## config.mk

```make
export PLATFORM = sky130hd
export DESIGN_NAME = ata_pio_bridge
export DESIGN_NICKNAME = d
export VERILOG_FILES = /design/src/rtl/ata_bridge_pkg.sv /design/src/rtl/ata_addr_decode.sv /design/src/rtl/ata_strobe_timer.sv /design/src/rtl/ata_data_path.sv /design/src/rtl/ata_pio_bridge.sv
export SDC_FILE = /design/constraint.sdc
export NUM_CORES = 1
export LEC_CHECK = 0
export BUFFER_PORTS_ARGS = -buffer_cell sky130_fd_sc_hd__buf_2
export CORE_UTILIZATION = 54
export CTS_CLUSTER_DIAMETER = 60
export DETAILED_ROUTE_END_ITERATION = 8
export GPL_TIMING_DRIVEN = 0
export HOLD_SLACK_MARGIN = 0.03
export PLACE_DENSITY = 0.8
export SLEW_MARGIN = 20
export SYNTH_ARGS = -nofsm -noshare
export SYNTH_HDL_FRONTEND = slang
export SYNTH_SLANG_ARGS = --single-unit
```

## constraint.sdc

```tcl
create_clock -name clk -period 2.3 [get_ports clk]
set_clock_uncertainty 0.15 [all_clocks]
set_input_delay 0.115 -clock clk [delete_from_list [all_inputs] [get_ports clk]]
set_output_delay 0.115 -clock clk [all_outputs]
set_load 0.02 [all_outputs]
```

## src/rtl/ata_bridge_pkg.sv

```systemverilog
package ata_bridge_pkg;

    typedef enum logic [1:0] {
        PH_IDLE,
        PH_SETUP,
        PH_ACTIVE,
        PH_RECOV
    } ata_phase_e;

    typedef enum logic [2:0] {
        AK_NONE,
        AK_DISK,
        AK_RESET,
        AK_BUF_LO,
        AK_BUF_HI
    } acc_kind_e;

endpackage

```

## src/rtl/ata_addr_decode.sv

```systemverilog
module ata_addr_decode
    import ata_bridge_pkg::*;
#(
    parameter int                ADDR_W      = 16,
    parameter int                OFS_W       = 5,
    parameter logic [ADDR_W-1:0] WIN_BASE    = 16'hFF60,
    parameter logic [ADDR_W-1:0] RST_ADDR    = 16'hFF40,
    parameter logic [ADDR_W-1:0] BUF_LO_ADDR = 16'hFF42,
    parameter logic [ADDR_W-1:0] BUF_HI_ADDR = 16'hFF43
) (
    input  logic [ADDR_W-1:0] addr,
    output acc_kind_e         kind,
    output logic              region,
    output logic [OFS_W-3:0]  reg_idx,
    output logic              odd
);

    logic [OFS_W-1:0] offset;
    logic             in_win;

    assign offset  = addr[OFS_W-1:0];
    assign in_win  = (addr[ADDR_W-1:OFS_W] == WIN_BASE[ADDR_W-1:OFS_W]);
    assign region  = offset[OFS_W-1];
    assign reg_idx = offset[OFS_W-2:1];
    assign odd     = offset[0];

    always_comb begin
        if (in_win)                    kind = AK_DISK;
        else if (addr == RST_ADDR)     kind = AK_RESET;
        else if (addr == BUF_LO_ADDR)  kind = AK_BUF_LO;
        else if (addr == BUF_HI_ADDR)  kind = AK_BUF_HI;
        else                           kind = AK_NONE;
    end

endmodule

```

## src/rtl/ata_strobe_timer.sv

```systemverilog
module ata_strobe_timer
    import ata_bridge_pkg::*;
#(
    parameter int CNT_W = 4
) (
    input  logic             clk,
    input  logic             rst_n,
    input  logic             start,
    input  logic [CNT_W-1:0] t_setup,
    input  logic [CNT_W-1:0] t_active,
    input  logic [CNT_W-1:0] t_recov,
    output ata_phase_e       phase,
    output logic             busy,
    output logic             sample
);

    typedef struct packed {
        ata_phase_e       phase;
        logic [CNT_W-1:0] cnt;
    } tstate_t;

    tstate_t st_d, st_q;

    // A zero count is treated as one cycle.
    function automatic logic [CNT_W-1:0] last_of(input logic [CNT_W-1:0] n);
        return (n == '0) ? '0 : n - CNT_W'(1);
    endfunction

    always_comb begin
        st_d = st_q;
        case (st_q.phase)
            PH_IDLE: begin
                if (start) begin
                    st_d.phase = PH_SETUP;
                    st_d.cnt   = last_of(t_setup);
                end
            end
            PH_SETUP: begin
                if (st_q.cnt == '0) begin
                    st_d.phase = PH_ACTIVE;
                    st_d.cnt   = last_of(t_active);
                end else begin
                    st_d.cnt = st_q.cnt - CNT_W'(1);
                end
            end
            PH_ACTIVE: begin
                if (st_q.cnt == '0) begin
                    st_d.phase = PH_RECOV;
                    st_d.cnt   = last_of(t_recov);
                end else begin
                    st_d.cnt = st_q.cnt - CNT_W'(1);
                end
            end
            PH_RECOV: begin
                if (st_q.cnt == '0) begin
                    st_d.phase = PH_IDLE;
                    st_d.cnt   = '0;
                end else begin
                    st_d.cnt = st_q.cnt - CNT_W'(1);
                end
            end
            default: begin
                st_d.phase = PH_IDLE;
                st_d.cnt   = '0;
            end
        endcase
    end

    always_ff @(posedge clk or negedge rst_n) begin
        if (!rst_n) begin
            st_q <= '{phase: PH_IDLE, cnt: '0};
        end else begin
            st_q <= st_d;
        end
    end

    assign phase  = st_q.phase;
    assign busy   = (st_q.phase != PH_IDLE);
    assign sample = (st_q.phase == PH_ACTIVE) && (st_q.cnt == '0);

endmodule

```

## src/rtl/ata_data_path.sv

```systemverilog
module ata_data_path
    import ata_bridge_pkg::*;
#(
    parameter int DSK_ADDR_W = 3
) (
    input  logic                  clk,
    input  logic                  rst_n,
    input  logic                  accept,
    input  logic                  cpu_wr,
    input  acc_kind_e             kind,
    input  logic                  region,
    input  logic [DSK_ADDR_W-1:0] reg_idx,
    input  logic                  odd,
    input  logic [7:0]            wdata,
    input  logic                  sample,
    input  logic [15:0]           din,
    output logic                  op_wr,
    output logic                  op_cs1,
    output logic [DSK_ADDR_W-1:0] op_reg,
    output logic [15:0]           dout,
    output logic [7:0]            rdata,
    output logic                  reset_n
);

    typedef struct packed {
        logic [15:0]           rbuf;
        logic [15:0]           wbuf;
        logic                  rst_bit;
        logic [7:0]            rdata;
        logic                  op_wr;
        logic                  op_cs1;
        logic [DSK_ADDR_W-1:0] op_reg;
        logic                  op_odd;
        logic [15:0]           dout;
    } dstate_t;

    dstate_t ds_d, ds_q;

    always_comb begin
        ds_d = ds_q;
        if (accept) begin
            case (kind)
                AK_DISK: begin
                    ds_d.op_wr  = cpu_wr;
                    ds_d.op_cs1 = region;
                    ds_d.op_reg = reg_idx;
                    ds_d.op_odd = odd;
                    if (cpu_wr) begin
                        ds_d.dout = odd ? {wdata, ds_q.wbuf[7:0]}
                                        : {ds_q.wbuf[15:8], wdata};
                    end
                end
                AK_RESET: begin
                    if (cpu_wr) ds_d.rst_bit = wdata[0];
                    else        ds_d.rdata   = {7'b0, ds_q.rst_bit};
                end
                AK_BUF_LO: begin
                    if (cpu_wr) ds_d.wbuf[7:0] = wdata;
                    else        ds_d.rdata     = ds_q.rbuf[7:0];
                end
                AK_BUF_HI: begin
                    if (cpu_wr) ds_d.wbuf[15:8] = wdata;
                    else        ds_d.rdata      = ds_q.rbuf[15:8];
                end
                default: begin
                    if (!cpu_wr) ds_d.rdata = 8'h00;
                end
            endcase
        end
        // Capture the disk word at the end of the strobe-active phase of a read.
        if (sample && !ds_q.op_wr) begin
            ds_d.rbuf  = din;
            ds_d.rdata = ds_q.op_odd ? din[15:8] : din[7:0];
        end
    end

    always_ff @(posedge clk or negedge rst_n) begin
        if (!rst_n) begin
            ds_q <= '0;
        end else begin
            ds_q <= ds_d;
        end
    end

    assign op_wr   = ds_q.op_wr;
    assign op_cs1  = ds_q.op_cs1;
    assign op_reg  = ds_q.op_reg;
    assign dout    = ds_q.dout;
    assign rdata   = ds_q.rdata;
    assign reset_n = ds_q.rst_bit;

endmodule

```

## src/rtl/ata_pio_bridge.sv

```systemverilog
module ata_pio_bridge
    import ata_bridge_pkg::*;
#(
    parameter int                ADDR_W      = 16,
    parameter int                DSK_ADDR_W  = 3,
    parameter int                CNT_W       = 4,
    parameter logic [ADDR_W-1:0] WIN_BASE    = 16'hFF60,
    parameter logic [ADDR_W-1:0] RST_ADDR    = 16'hFF40,
    parameter logic [ADDR_W-1:0] BUF_LO_ADDR = 16'hFF42,
    parameter logic [ADDR_W-1:0] BUF_HI_ADDR = 16'hFF43
) (
    input  logic                  clk,
    input  logic                  rst_n,
    input  logic                  cpu_req,
    input  logic                  cpu_wr,
    input  logic [ADDR_W-1:0]     cpu_addr,
    input  logic [7:0]            cpu_wdata,
    output logic [7:0]            cpu_rdata,
    output logic                  cpu_stall,
    input  logic [CNT_W-1:0]      t_setup,
    input  logic [CNT_W-1:0]      t_active,
    input  logic [CNT_W-1:0]      t_recov,
    output logic [1:0]            dsk_cs_n,
    output logic [DSK_ADDR_W-1:0] dsk_addr,
    output logic                  dsk_rd_n,
    output logic                  dsk_wr_n,
    output logic                  dsk_oe,
    output logic [15:0]           dsk_dout,
    input  logic [15:0]           dsk_din,
    output logic                  dsk_reset_n
);

    localparam int OFS_W  = DSK_ADDR_W + 2;
    localparam int NUM_CS = 2;

    acc_kind_e             kind;
    logic                  region;
    logic [DSK_ADDR_W-1:0] reg_idx;
    logic                  odd;
    logic                  busy;
    logic                  sample;
    logic                  accept;
    logic                  start;
    ata_phase_e            phase;
    logic                  op_wr;
    logic                  op_cs1;
    logic [DSK_ADDR_W-1:0] op_reg;

    assign accept = cpu_req && !busy;
    assign start  = accept && (kind == AK_DISK);

    ata_addr_decode #(
        .ADDR_W      (ADDR_W),
        .OFS_W       (OFS_W),
        .WIN_BASE    (WIN_BASE),
        .RST_ADDR    (RST_ADDR),
        .BUF_LO_ADDR (BUF_LO_ADDR),
        .BUF_HI_ADDR (BUF_HI_ADDR)
    ) u_dec (
        .addr    (cpu_addr),
        .kind    (kind),
        .region  (region),
        .reg_idx (reg_idx),
        .odd     (odd)
    );

    ata_strobe_timer #(
        .CNT_W (CNT_W)
    ) u_tmr (
        .clk      (clk),
        .rst_n    (rst_n),
        .start    (start),
        .t_setup  (t_setup),
        .t_active (t_active),
        .t_recov  (t_recov),
        .phase    (phase),
        .busy     (busy),
        .sample   (sample)
    );

    ata_data_path #(
        .DSK_ADDR_W (DSK_ADDR_W)
    ) u_dp (
        .clk     (clk),
        .rst_n   (rst_n),
        .accept  (accept),
        .cpu_wr  (cpu_wr),
        .kind    (kind),
        .region  (region),
        .reg_idx (reg_idx),
        .odd     (odd),
        .wdata   (cpu_wdata),
        .sample  (sample),
        .din     (dsk_din),
        .op_wr   (op_wr),
        .op_cs1  (op_cs1),
        .op_reg  (op_reg),
        .dout    (dsk_dout),
        .rdata   (cpu_rdata),
        .reset_n (dsk_reset_n)
    );

    for (genvar g = 0; g < NUM_CS; g++) begin : g_cs
        assign dsk_cs_n[g] = ~(busy && (op_cs1 == 1'(g)));
    end

    assign cpu_stall = busy;
    assign dsk_addr  = op_reg;
    assign dsk_rd_n  = ~((phase == PH_ACTIVE) && !op_wr);
    assign dsk_wr_n  = ~((phase == PH_ACTIVE) && op_wr);
    assign dsk_oe    = busy && op_wr;

endmodule

```

Word level (Yosys, flattened, before mapping). Cells that the tools add are included.

Add/sub/neg operators: 4. Equal/unequal tests: 17. Mux-type cells: 26. Bitwise operators: 5. Reduce and logical (&&, ||, !) cells: 25.

Operators with widths (number): 16-bit equality test, second input constant (3); 8-bit 2-to-1 mux (6); 16-bit 2-to-1 mux (2); 8-bit case mux with 4 select lines (1); 30-bit 2-to-1 mux (1); 4-bit 2-to-1 mux (6); 6-bit case mux with 4 select lines (1); 22-bit 2-to-1 mux (1); 4-bit zero test (4); 4-bit by 1-bit subtractor with 4-bit output, second input constant (4); 3-bit AND reduction (5); 3-bit 2-to-1 mux (4); 11-bit equality test, second input constant (1); 2-bit by 1-bit != test with 1-bit output, second input constant (5); 1-bit logical AND (9); 3-bit by 2-bit equality test with 1-bit output, second input constant (2); 2-bit 2-to-1 mux (3); 6-bit 2-to-1 mux (1); 1-bit NOT (5); 2-bit equality test, second input constant (2); 4-bit AND reduction (1); 2-bit nonzero test (2); 3-bit by 1-bit equality test with 1-bit output, second input constant (1); 3-bit equality test, second input constant (1); other kinds (5) (6).

Flip-flop bits (word level): 69. Output and inout port bits: 34.

Longest topological paths before layout.
Depth in word-level cells: 9. Gate-level depth with buffers: 7. Depth with buffers taken out: 6.

Modules after synthesis. A second synthesis with hierarchy kept.

Cell total of the unflattened synthesis: 389. Area, all modules: 4085.2 um2.

By module, submodules not included: ata_data_path (instances 1, cells an instance 280, area each 3173.0 um2); ata_strobe_timer (instances 1, cells an instance 86, area each 732.0 um2); ata_addr_decode (instances 1, cells an instance 15, area each 127.6 um2); ata_pio_bridge (instances 1, cells an instance 8, area each 52.6 um2).

Worst setup path before layout. Ideal clock, no wire load.

Path kind: input to register. Start point: input cpu_addr[5]. End point: register u_dp.ds_q[31] (netlist name). Setup time: 125 ps. Arrival: 1916 ps. Data required time: 2025 ps. Slack: 109 ps. Stages: 5. Buffers on the path: 1. Cell sequence: or4_1 or4_4 or3_1 buf_6 mux2_4.

Cells in the longest elaborated chain, start to end: 7. Elaborated cells between the ends (all ways): 10.

Ends and longest elaborated chain: start: declaration (line ata_pio_bridge.sv:16) `input logic [ADDR_W-1:0] cpu_addr,`; 16-bit equality test (line ata_addr_decode.sv:31) `else if (addr == BUF_HI_ADDR) kind = AK_BUF_HI;`; 3-bit 2-to-1 mux (line ata_addr_decode.sv:31); 3-bit 2-to-1 mux (line ata_addr_decode.sv:30) `else if (addr == BUF_LO_ADDR) kind = AK_BUF_LO;`; 3-bit 2-to-1 mux (line ata_addr_decode.sv:29) `else if (addr == RST_ADDR) kind = AK_RESET;`; 3-bit 2-to-1 mux * (line ata_addr_decode.sv:28) `if (in_win) kind = AK_DISK;`; 3-bit by 2-bit equality test with 1-bit output * (line ata_data_path.sv:42) `case (kind)`; 3-bit AND reduction (no source line) *; end signal: assignment (line ata_data_path.sv:81) `ds_q <= ds_d;`; end: declaration (line ata_data_path.sv:37) `dstate_t ds_d, ds_q;`.

Every way passes the cells marked *; elsewhere a longest branch is shown, timed or not. A chain may end at the register's enable or synchronous reset.

Final worst setup path.
Start point: register u_tmr.st_q[0] (netlist name). End point: register u_dp.ds_q (netlist bit u_dp.rdata[1]).

Cells in the longest elaborated chain, start to end: 5. Elaborated cells between the ends (all ways): 8.

Ends and longest elaborated chain: start: declaration (line ata_strobe_timer.sv:22) `tstate_t st_d, st_q;`; start signal: assignment (line ata_strobe_timer.sv:71) `st_q <= '{phase: PH_IDLE, cnt: '0};`; start signal: assignment (line ata_strobe_timer.sv:73) `st_q <= st_d;`; 4-bit zero test * (line ata_strobe_timer.sv:79) `assign sample = (st_q.phase == PH_ACTIVE) && (st_q.cnt == '0);`; 1-bit logical AND * (line ata_strobe_timer.sv:79); 1-bit logical AND * (line ata_data_path.sv:71) `if (sample && !ds_q.op_wr) begin`; 2-bit by 1-bit != test with 1-bit output (no source line) or 2-bit nonzero test (tied branches); 3-bit AND reduction (no source line).

Marks and branches as above.

==> results by group <==
Timing
  • Min Tclk post-route: 2.17 ns
  • RSZ-0062 raised after global routing: no
  • Achievable clock frequency: 461 MHz
  • PnR worst setup slack: 0.131 ns
  • Setup TNS: 0 ns
  • Hold WS: 0.0804 ns
  • Period utilisation layout: 94.3%
  • Final setup fails: 0
  • Max Slew Vio Count: 0
  • Final Hold Fails: 0
  • Slew @ Worst Pin: 0.828 ns
  • Slew HR: 44.8%

Clock network
  • TritonCTS Buffers: 9
  • CTS tree: built
  • H-tree depth: 3
  • Num Clock Sinks: 69
  • Max clock buf depth: 2
  • CTS root buf: clkbuf_8
  • Clock transition at path regs: 0.08 ns
  • Setup Fix Bufs, Post-CTS: 0
  • Clk Latency, worst-skew pair: 0.34 ns

Worst setup path
  • Reg2Reg Depth: 6
  • FF-to-FF End: u_dp.rdata[1]
  • Critical path class: flip-flop to flip-flop
  • Critical path origin: u_tmr.st_q[0]
  • Required @ worst endpoint: 2.38 ns
  • Critical path endpoint category: flip-flop
  • CP endpoint: u_dp.rdata[1]
  • FF-to-FF setup slack: 0.13 ns
  • Critical path data arrival time: 2.25 ns
  • Reg-to-Reg Start: u_tmr.st_q[0]
  • Crit path max fanout: 7
  • Startpoint types: flip-flop

Layout
  • Antenna Cells: 0
  • Final net count: 541
  • Fillers: 525
  • Layout area overhead: 30.2%
  • Final Util: 73.0%
  • Post-route insts no fill: 576
  • Layout cell share with drive strength beyond 1: 41.9%
  • Largest Register: u_dp.ds_q
  • Max reg flops: 33
  • Final std cell area, no fill: 4980 um^2

Detailed routing
  • Avg WL per Cell: 16.2 um
  • Drt drc: 0
  • Final wirelength: 9330 um
  • Vias: 3105
  • First DRT Iteration DRCs: 115
  • Post-route ant nets: 0
  • TritonRoute pass-1 iters: 4
  • DR vias/cell: 5.39

Die
  • # rows: 30
  • Die Y: 86.2 um
  • Num ports: 90
  • Die Area: 7430 um^2
  • Starting density of the core: 56.1%
  • DIE WIDTH: 86.2 um
  • Core area: 6830 um^2

Synth
  • Synthesized flop and latch total: 69
  • Post-synthesis simple-gate area fraction: 10.2%
  • Leading area contributor after synthesis: dfrtp_1
  • Synth Area in Compound Gates: 11.6%
  • Syn avg cell area: 11.1 um^2
  • Ys Warns: 0
  • Post-Synth XOR/XNOR Area: 0%
  • Proportion of synthesized area in mux cells: 21.4%
  • Post-synthesis net count: 411
  • Adder-cell share of the synthesized area: 3.27%
  • Async set or reset register ratio after synthesis: 100%
  • Most frequent cells after synthesis: dfrtp_1, o21ai_0, mux2_2
  • Largest family of logic cells by synthesized area: multiplexers
  • Top_reg_cell synth: dfrtp_1
  • Seq/Total Area, Yosys: 45.1%
  • Most common cell in the netlist: dfrtp_1
  • Post-synth EDFFs: 0
  • Post-synth cell types: 48
  • Syn Std Cell Area: 3830 um^2
  • Top-area cell type share of the netlist area: 45.1%
  • Main area contributors after synthesis: dfrtp_1, mux2_2, mux2i_1
  • Post-Syn Instances: 345

Place
  • PortBufs: 89
  • Placed Area: 4430 um^2
  • Worst slack at placement: -0.188 ns
  • Post-placement cell count: 531
  • RD Place Congestion: 0.843
  • HPWL after DPL: 6460 um

Global routing
  • Vias in the first global route: 3128
  • All-Layer GR Usage: 26.5%
  • GR Overflow Total: 0
  • Initial antenna violation count: 0
  • First-pass GRT wire length: 14900 um
  • Pin count of the biggest net entering global routing: 46

Pwr
  • Leakage: 2.48 nW
  • Total power: 3.54 mW
  • Max VDD drop: 0.000499 V
  • Power Density: 710 nW/um^2

Flow run
  • Max-cap violation count: 0

Run status
  • Outcome: finished clean

Worst hold path
  • Worst hold path class: input port to asynchronous set/reset pin
## layer usage
layer | wire length, um | GRT usage, % | share of wire, % | up-vias
li1 | - | - | - | 1485
met1 | 3890 | 31.9 | 42 | 1495
met2 | 4680 | 46.1 | 50 | 105
met3 | 532 | 4.95 | 5.7 | 20
met4 | 234 | 12.4 | 2.5 | 0
met5 | 0 | 0 | 0 | -
## worst max-delay path, stage by stage (launching register included)
cell and delay (ns):
dfrtp_1 0.40, inv_1 0.13, ha_1 0.24, or3b_4 0.45
o221ai_2 0.19, nor2_2 0.14, a221o_1 0.36
## cell families (layout without fill, tap and decap cells)
group | count (synthesis) | in the layout
flip-flops | 69 | 69
buffers and inverters | 56 | 191
AND/OR/NAND/NOR | 67 | 67
adder cells (fa/ha/maj) | 10 | 10
AO/OA/AOI/OAI | 70 | 70
multiplexers | 73 | 73
## report_power, final
part / switching [mW] / total [mW] / internal (mW)
clock network: 0.482 / 0.986 / 0.504
logic: 0.634 / 1.15 / 0.516
registers: 0.0926 / 1.40 / 1.31
## area by class of cell
class	count	area [um^2]	share of cell area, %
tap	96	120	2.41
timing repair buffer	120	776	15.6
sequential	69	1730	34.6
clock buffer	9	124	2.48
clock inverter	7	73.8	1.48
multi-input combinational	220	1840	36.8
buffer	41	275	5.52
inverter	14	52.6	1.05
## cells in the final DEF, fill, tap and decap left out, types with 7 or more instances in the layout
cell	netlist	final
dlygate4sd3_1	0	30
mux2_2	38	38
o21ai_0	42	42
buf_2	1	89
buf_4	27	28
nand2b_1	7	7
nor2_1	18	16
clkbuf_8	0	9
a221o_1	8	8
nor3_1	8	7
mux2i_1	27	27
mux2_4	8	8
ha_1	10	10
dfrtp_1	69	69
inv_1	14	14
## repair_timing
action | CTS | global route
gates resized for setup | 6 | 10
pin swaps | 0 | 0
hold endpoints to repair | 130 | 0
cloned | 0 | 0
setup endpoints to repair | 27 | 20
hold buffers | 30 | 0
## how the worst min path moves through the flow
stage                     startpoint            end  slack, ns  cells past startpoint
after global placement    dsk_din[8]  u_dp.ds_q[55]       0.21                      2
after detailed placement       rst_n  u_tmr.st_q[2]      -0.10                      1
after CTS                 t_setup[1]  u_tmr.st_q[1]       0.06                      4
after global routing      t_setup[1]  u_tmr.st_q[1]       0.08                      4
final                          rst_n  u_tmr.st_q[2]       0.08                      2
after floorplan                rst_n   u_dp.dout[0]      -0.33                      0
Power figures use the tool's default switching activity.
